## src/rtl/bus_hold_gate_pkg.sv

```systemverilog
package bus_hold_gate_pkg;
  typedef struct packed {
    logic gateOpen;
    logic capture;
  } gate_strobe_t;
endpackage

```

## src/rtl/gate_ctrl.sv

```systemverilog
module gate_ctrl
  import bus_hold_gate_pkg::*;
#(
  parameter int unsigned GATE_SRC = 1,
  parameter int unsigned ADDR_W   = 3,
  parameter int unsigned DEV_ADDR = 5
) (
  input  logic              selN,
  input  logic [ADDR_W-1:0] addr,
  output gate_strobe_t      strobe
);
  localparam logic [ADDR_W-1:0] OwnAddr = ADDR_W'(DEV_ADDR);
  localparam logic UseAddr = (GATE_SRC != 0);

  logic addrHit;
  logic selHit;

  always_comb begin
    addrHit = (addr == OwnAddr);
    selHit  = ~selN;
    strobe.gateOpen = UseAddr ? addrHit : selHit;
    strobe.capture  = strobe.gateOpen;
  end
endmodule

```

## src/rtl/hold_path.sv

```systemverilog
module hold_path
  import bus_hold_gate_pkg::*;
#(
  parameter int unsigned DATA_W = 4
) (
  input  logic              clk,
  input  logic              rstN,
  input  gate_strobe_t      strobe,
  input  logic [DATA_W-1:0] busIn,
  input  logic [DATA_W-1:0] gateMask,
  output logic [DATA_W-1:0] dataOut
);
  logic [DATA_W-1:0] holdReg;

  always_ff @(posedge clk or negedge rstN) begin
    if (!rstN) holdReg <= '0;
    else if (strobe.capture) holdReg <= busIn;
  end

  for (genvar b = 0; b < DATA_W; b++) begin : g_bit
    assign dataOut[b] = (gateMask[b] && !strobe.gateOpen) ? holdReg[b] : busIn[b];
  end
endmodule

```

## src/rtl/toggle_meter.sv

```systemverilog
module toggle_meter #(
  parameter int unsigned DATA_W = 4,
  parameter int unsigned CNT_W  = 8
) (
  input  logic              clk,
  input  logic              rstN,
  input  logic [DATA_W-1:0] dataOut,
  output logic [CNT_W-1:0]  toggleCount
);
  localparam int unsigned IncW = $clog2(DATA_W + 1);
  localparam logic [CNT_W:0] CntMax = {1'b0, {CNT_W{1'b1}}};

  logic [DATA_W-1:0] prevOut;
  logic [IncW-1:0]   flips;
  logic [CNT_W:0]    sum;

  always_comb begin
    flips = '0;
    for (int i = 0; i < DATA_W; i++) begin
      flips = flips + IncW'(dataOut[i] ^ prevOut[i]);
    end
    sum = {1'b0, toggleCount} + (CNT_W + 1)'(flips);
  end

  always_ff @(posedge clk or negedge rstN) begin
    if (!rstN) begin
      prevOut     <= '0;
      toggleCount <= '0;
    end else begin
      prevOut     <= dataOut;
      toggleCount <= (sum > CntMax) ? CntMax[CNT_W-1:0] : sum[CNT_W-1:0];
    end
  end
endmodule

```

## src/rtl/bus_hold_gate.sv

```systemverilog
module bus_hold_gate
  import bus_hold_gate_pkg::*;
#(
  parameter int unsigned GATE_SRC = 1,
  parameter int unsigned ADDR_W   = 3,
  parameter int unsigned DEV_ADDR = 5,
  parameter int unsigned DATA_W   = 4,
  parameter int unsigned CNT_W    = 8
) (
  input  logic              clk,
  input  logic              rstN,
  input  logic              selN,
  input  logic [ADDR_W-1:0] addr,
  input  logic [DATA_W-1:0] busIn,
  input  logic [DATA_W-1:0] gateMask,
  output logic [DATA_W-1:0] dataOut,
  output logic              gateOpen,
  output logic [CNT_W-1:0]  toggleCount
);
  gate_strobe_t strobe;

  gate_ctrl #(.GATE_SRC(GATE_SRC), .ADDR_W(ADDR_W), .DEV_ADDR(DEV_ADDR)) ctrl_i (
    .selN(selN), .addr(addr), .strobe(strobe)
  );

  hold_path #(.DATA_W(DATA_W)) path_i (
    .clk(clk), .rstN(rstN), .strobe(strobe),
    .busIn(busIn), .gateMask(gateMask), .dataOut(dataOut)
  );

  toggle_meter #(.DATA_W(DATA_W), .CNT_W(CNT_W)) meter_i (
    .clk(clk), .rstN(rstN), .dataOut(dataOut), .toggleCount(toggleCount)
  );

  assign gateOpen = strobe.gateOpen;
endmodule

```

## config.mk

```make
export PLATFORM = sky130hd
export DESIGN_NAME = bus_hold_gate
export DESIGN_NICKNAME = d
export VERILOG_FILES = /design/src/rtl/bus_hold_gate_pkg.sv /design/src/rtl/gate_ctrl.sv /design/src/rtl/hold_path.sv /design/src/rtl/toggle_meter.sv /design/src/rtl/bus_hold_gate.sv
export SDC_FILE = /design/constraint.sdc
export NUM_CORES = 1
export LEC_CHECK = 0
export ABC_AREA = 1
export BUFFER_PORTS_ARGS = -buffer_cell sky130_fd_sc_hd__buf_2
export CORE_MARGIN = 10
export CORE_UTILIZATION = 50
export DETAILED_ROUTE_END_ITERATION = 12
export PLACE_DENSITY = 0.77
export RECOVER_POWER = 50
export SYNTH_ARGS = -nofsm -noshare
export SYNTH_HDL_FRONTEND = slang
export SYNTH_SLANG_ARGS = --single-unit
```

## constraint.sdc

```tcl
create_clock -name clk -period 4.15 [get_ports clk]
set_input_delay 0.6225 -clock clk [delete_from_list [all_inputs] [get_ports clk]]
set_output_delay 0.6225 -clock clk [all_outputs]
set_load 0.01 [all_outputs]
```

# Word level (Yosys, flattened, before mapping)
# Cells that the tools add are included.
# totals
regBits,16
input_bits,14
wordCells,23
# op_classes
add_sub_neg,4
n_lt_le_gt_ge,1
eq_ne,1
muxes,5
bitwise,4
n_reduce_logical,5
# op_table
operator,count
adder 3 bit,3
adder 8 x 3 -> 9 bit,1
"> comparator 9 x 8 -> 1 bit, second input constant",1
two-way mux 8 bit,1
logical AND 1 bit,4
two-way mux 1 bit,4
XOR 1 bit,4
"== test 3 bit, second input constant",1
logical NOT 1 bit,1

# Longest topological paths before layout
# depth
word_depth,11
mapped_depth,19

# Cells and area by module
# A second synthesis with hierarchy kept.
# hier_totals
cells_unflattened,111
area_unflattened_um2,924.6
# modules_own_cells
module,n_inst,cells_each,area_per_inst_um2,seq_area_each_um2
toggle_meter,1,74,680.7,300.3
hold_path,1,33,219.0,100.1
gate_ctrl,1,4,25.0,0.0

# Least setup slack after synthesis
# Ideal clock, no wire load.
# synth_timing
path_type,input -> register
start,input port addr[1]
end,register meter_i.toggleCount[4]
setup_time_ns,0.125
t_arrival_ns,2.934
setup_slack_ns,1.090
cell_stages,18
path_buffers,1
path_cell_list,inv_1 > nand3_1 > buf_4 > nand2_1 > nand2_1 > nand3_1 > nand2_1 > fa_1 > ha_1 > ha_1 > inv_1 > fa_1 > inv_1 > nand2_1 > nand2_2 > nand2_1 > nand2_1 > nand3_1
# synth_between
elab_chain_cells,11
# synth_rtl
element,line,rtl
start: declaration,bus_hold_gate.sv:13,"input logic [ADDR_W-1:0] addr,"
== test 3 bit *,gate_ctrl.sv:19,addrHit = (addr == OwnAddr);
logical NOT 1 bit *,hold_path.sv:21,assign dataOut[b] = (gateMask[b] && !strobe.gateOpen) ? holdReg[b] : busIn[b];
logical AND 1 bit,hold_path.sv:21,
two-way mux 1 bit,hold_path.sv:21,
XOR 1 bit,toggle_meter.sv:20,flips = flips + IncW'(dataOut[i] ^ prevOut[i]);
adder 3 bit (2 in series),toggle_meter.sv:20,
adder 3 bit *,toggle_meter.sv:20,
adder 8 x 3 -> 9 bit *,toggle_meter.sv:22,"sum = {1'b0, toggleCount} + (CNT_W + 1)'(flips);"
> comparator 9 x 8 -> 1 bit,toggle_meter.sv:31,toggleCount <= (sum > CntMax) ? CntMax[CNT_W-1:0] : sum[CNT_W-1:0];
two-way mux 8 bit *,toggle_meter.sv:31,
end signal: assignment,toggle_meter.sv:31,
end: declaration,toggle_meter.sv:8,output logic [CNT_W-1:0] toggleCount
# Mark *: on every way between the ends. The rest lies on a longest branch, timed or not.
# A chain may end at the register's enable or synchronous reset.

# Worst setup path after layout
# layout_timing
start,input port addr[1]
end,register meter_i.toggleCount[5]
# The elaborated chain is that of the path after synthesis.

==> out/qor.yml <==
ys_ff_latch: 16
maxCapViolCount: 0
post_cts_buffers: 0
dp.cells: 184
synth_compound_area_share_pct: 2.868
synthXorXnorAreaFrac_pct: 0
start_util_pct: 51.68
hold_viol: 0
final_cells: 188
status: "finished, final reports clean"
worst_slew_pin_slew_ns: 0.8473
ys_seq_area_share_pct: 39.90
area_growth_pct: 18.45
core-area_mm2: 0.001942
grt_usage_pct: 11.03
yosysWarnings: 0
grt_pass1_wl_um: 3781
ys_dominant_reg_cell: "dfrtp_1"
rr_startpoint: "path_i.holdReg[2]$_DFFE_PN0P_"
rrSetupSlack_ns: 1.44
reg2reg_to: "meter_i.toggleCount[5]$_DFF_PN0_"
ant_nets: 0
async_flop_share_pct: 100.0
n_antenna_cell: 0
drc: 0
r2r_cells: 14
arrival_ns: 3.46
p_per_area_mw_per_mm2: 625.5
fp-row-count: 16
fin_skew_ns: 0.002794
worstSetupStartpointType: "input port"
cts_resized: 0
ir_drop_v: 0.0004077
die_h_um: 64.80
grt_max_degree: 17
clock.fmax_mhz: 308.7
place.detailed.hpwl_um: 1859
rsz0062_at_grt: "false"
wl_per_cell_um: 11.86
die-area_mm2: 0.004199
fill_cells: 174
path_clk_slew_ns: 0.09
design_area_mm2: 0.001189
synth_commonest_cells: "nand2_1 (43), inv_1 (24), nand3_1 (24)"
antenna_found_initial: 0
io_buffers: 25
first_global_vias: 914
synth_mux_area_share_pct: 0
critPathRequiredTime_ns: 4.37
synthTopCellsByArea: "dfrtp_1 (40%), nand2_1 (16%), nand3_1 (12%)"
fin_setup_tns_ns: 0
finalCritPeriodShare_pct: 78.07
viasPerCell: 4.968
setup_viol: 0
synthAdderAreaFrac_pct: 10.22
crit_type: "in -> reg"
syn_inst: 133
place_area_mm2: 0.001157
p_leak_nw: 0.7035
fin_nets: 183
slew_viol_final: 0
yosysTopAreaCellShare_pct: 39.90
yosys.cell_count.top_type: "nand2_1"
dieWidth_um: 64.80
vias: 934
hold_path_class: "in -> async"
htreeDepth: 1
gp_congestion: 0.8473
cts_made_buffers: 3
syn-cell-area_mm2: 0.001003
relSlewSlack_pct: 43.51
synth_top_family_by_area: "simple AND/OR/NAND/NOR gates"
yosys.area_share.simple_pct: 36.78
overflow: 0
cp_max_fo: 13
synth_nets: 154
regArea_um2: 400.4
tritoncts: "yes"
yosys.area.top_type: "dfrtp_1"
cts_root_buf: "clkbuf_4"
hold_buffers: 0
wirelength_um: 2230
syn_area_per_cell_um2: 7.545
synth-edff-count: 0
drt_first_pass_iters: 4
drtIter0Drc: 33
insertion_delay_ns: 0.28
cts_buffer_depth: 2
numClockSinks: 16
period_minus_slack_ns: 3.240
synth.distinct_cells: 17
drive_gt1_share_pct: 21.12
cp-end-kind: "flop"
io_pins: 27
multi_input_area_um2: 500.5
## worst max-delay path: stages
cell and delay, ns:
buf_2 0.10, inv_1 0.04, nand3_1 0.31, nand2_1 0.19, nand2_1 0.09, nand3_1 0.08, nand2_1 0.08, fa_1 0.49
ha_1 0.21, ha_1 0.29, inv_1 0.06, fa_1 0.37, inv_1 0.07, nand2_1 0.08, nand2_2 0.13, nand3_4 0.13
nand3_1 0.11
## state kept, by name, indices dropped and copies added, names as in the netlist
register and flops:
meter_i.prevOut 4, meter_i.toggleCount 8, path_i.holdReg 4
## worst max-delay path by stage
stage | from | to | slack, ns
6_report | addr[1] | meter_i.toggleCount[5]$_DFF_PN0_ | 0.91
5_1_grt | addr[1] | meter_i.toggleCount[5]$_DFF_PN0_ | 0.65
4_1_cts | addr[1] | meter_i.toggleCount[5]$_DFF_PN0_ | 0.90
3_5_place_dp | addr[1] | meter_i.toggleCount[5]$_DFF_PN0_ | 0.62
3_3_place_gp | addr[1] | meter_i.toggleCount[4]$_DFF_PN0_ | 0.69
2_1_floorplan | addr[1] | meter_i.toggleCount[4]$_DFF_PN0_ | 1.09
## cell families (layout without fill, tap and decap cells)
logic type | Yosys count | in the layout
and+or+nand+nor | 79 | 79
buffers and inverters | 26 | 54
DFF | 16 | 16
adders and majority gates | 7 | 7
AOI/OAI and AO/OA | 5 | 5
## area by class of cell
cell class	instances	share of cell area, %
Clock buffer	4	3.053
Tap cell	27	2.842
Multi-Input combinational cell	91	42.11
Inverter	24	7.579
Sequential cell	16	33.68
Timing Repair Buffer	26	10.74
## metrics by stage
stage | worst slack [ns] | total power, W | hold slack [ns] | util [%]
after floorplan | 1.090 | 0.0005323 | 0.3269 | -
after global placement | 0.6888 | 0.0006301 | 0.4960 | 59.60
after detailed placement | 0.6248 | 0.0006512 | 0.5017 | 59.60
after CTS | 0.9039 | 0.0007552 | 0.2451 | 61.47
after global routing | 0.6540 | 0.0008292 | 0.4773 | 61.21
final | 0.9103 | 0.0007435 | 0.4111 | 61.21
## cell usage in the layout, fill, tap and decap left out, types with 2 or more instances in the layout
cell / instances
buf_2: 24
nor2_1: 3
nand2_2: 2
inv_1: 24
nand3_1: 24
dfrtp_1: 16
nand2_1: 43
clkbuf_4: 3
ha_1: 5
clkbuf_1: 2
nand3b_1: 3
fa_1: 2
o21ai_0: 4
## per-layer routing
layer	global-route usage, %	share of wire, %	vias up
li1	-	-	478
met1	11.51	44	432
met2	19.46	48	20
met3	3.780	6.8	4
met4	5.080	1.1	0
met5	0	0	-
## where the power goes
| group | switching (W) | internal, W |
|---|---|---|
| clock network | 0.0000488 | 0.0000533 |
| registers | 0.0000451 | 0.000208 |
| logic | 0.000232 | 0.000156 |
| total | 0.000326 | 0.000418 |
No activity file was read; power rests on OpenSTA's default activity.
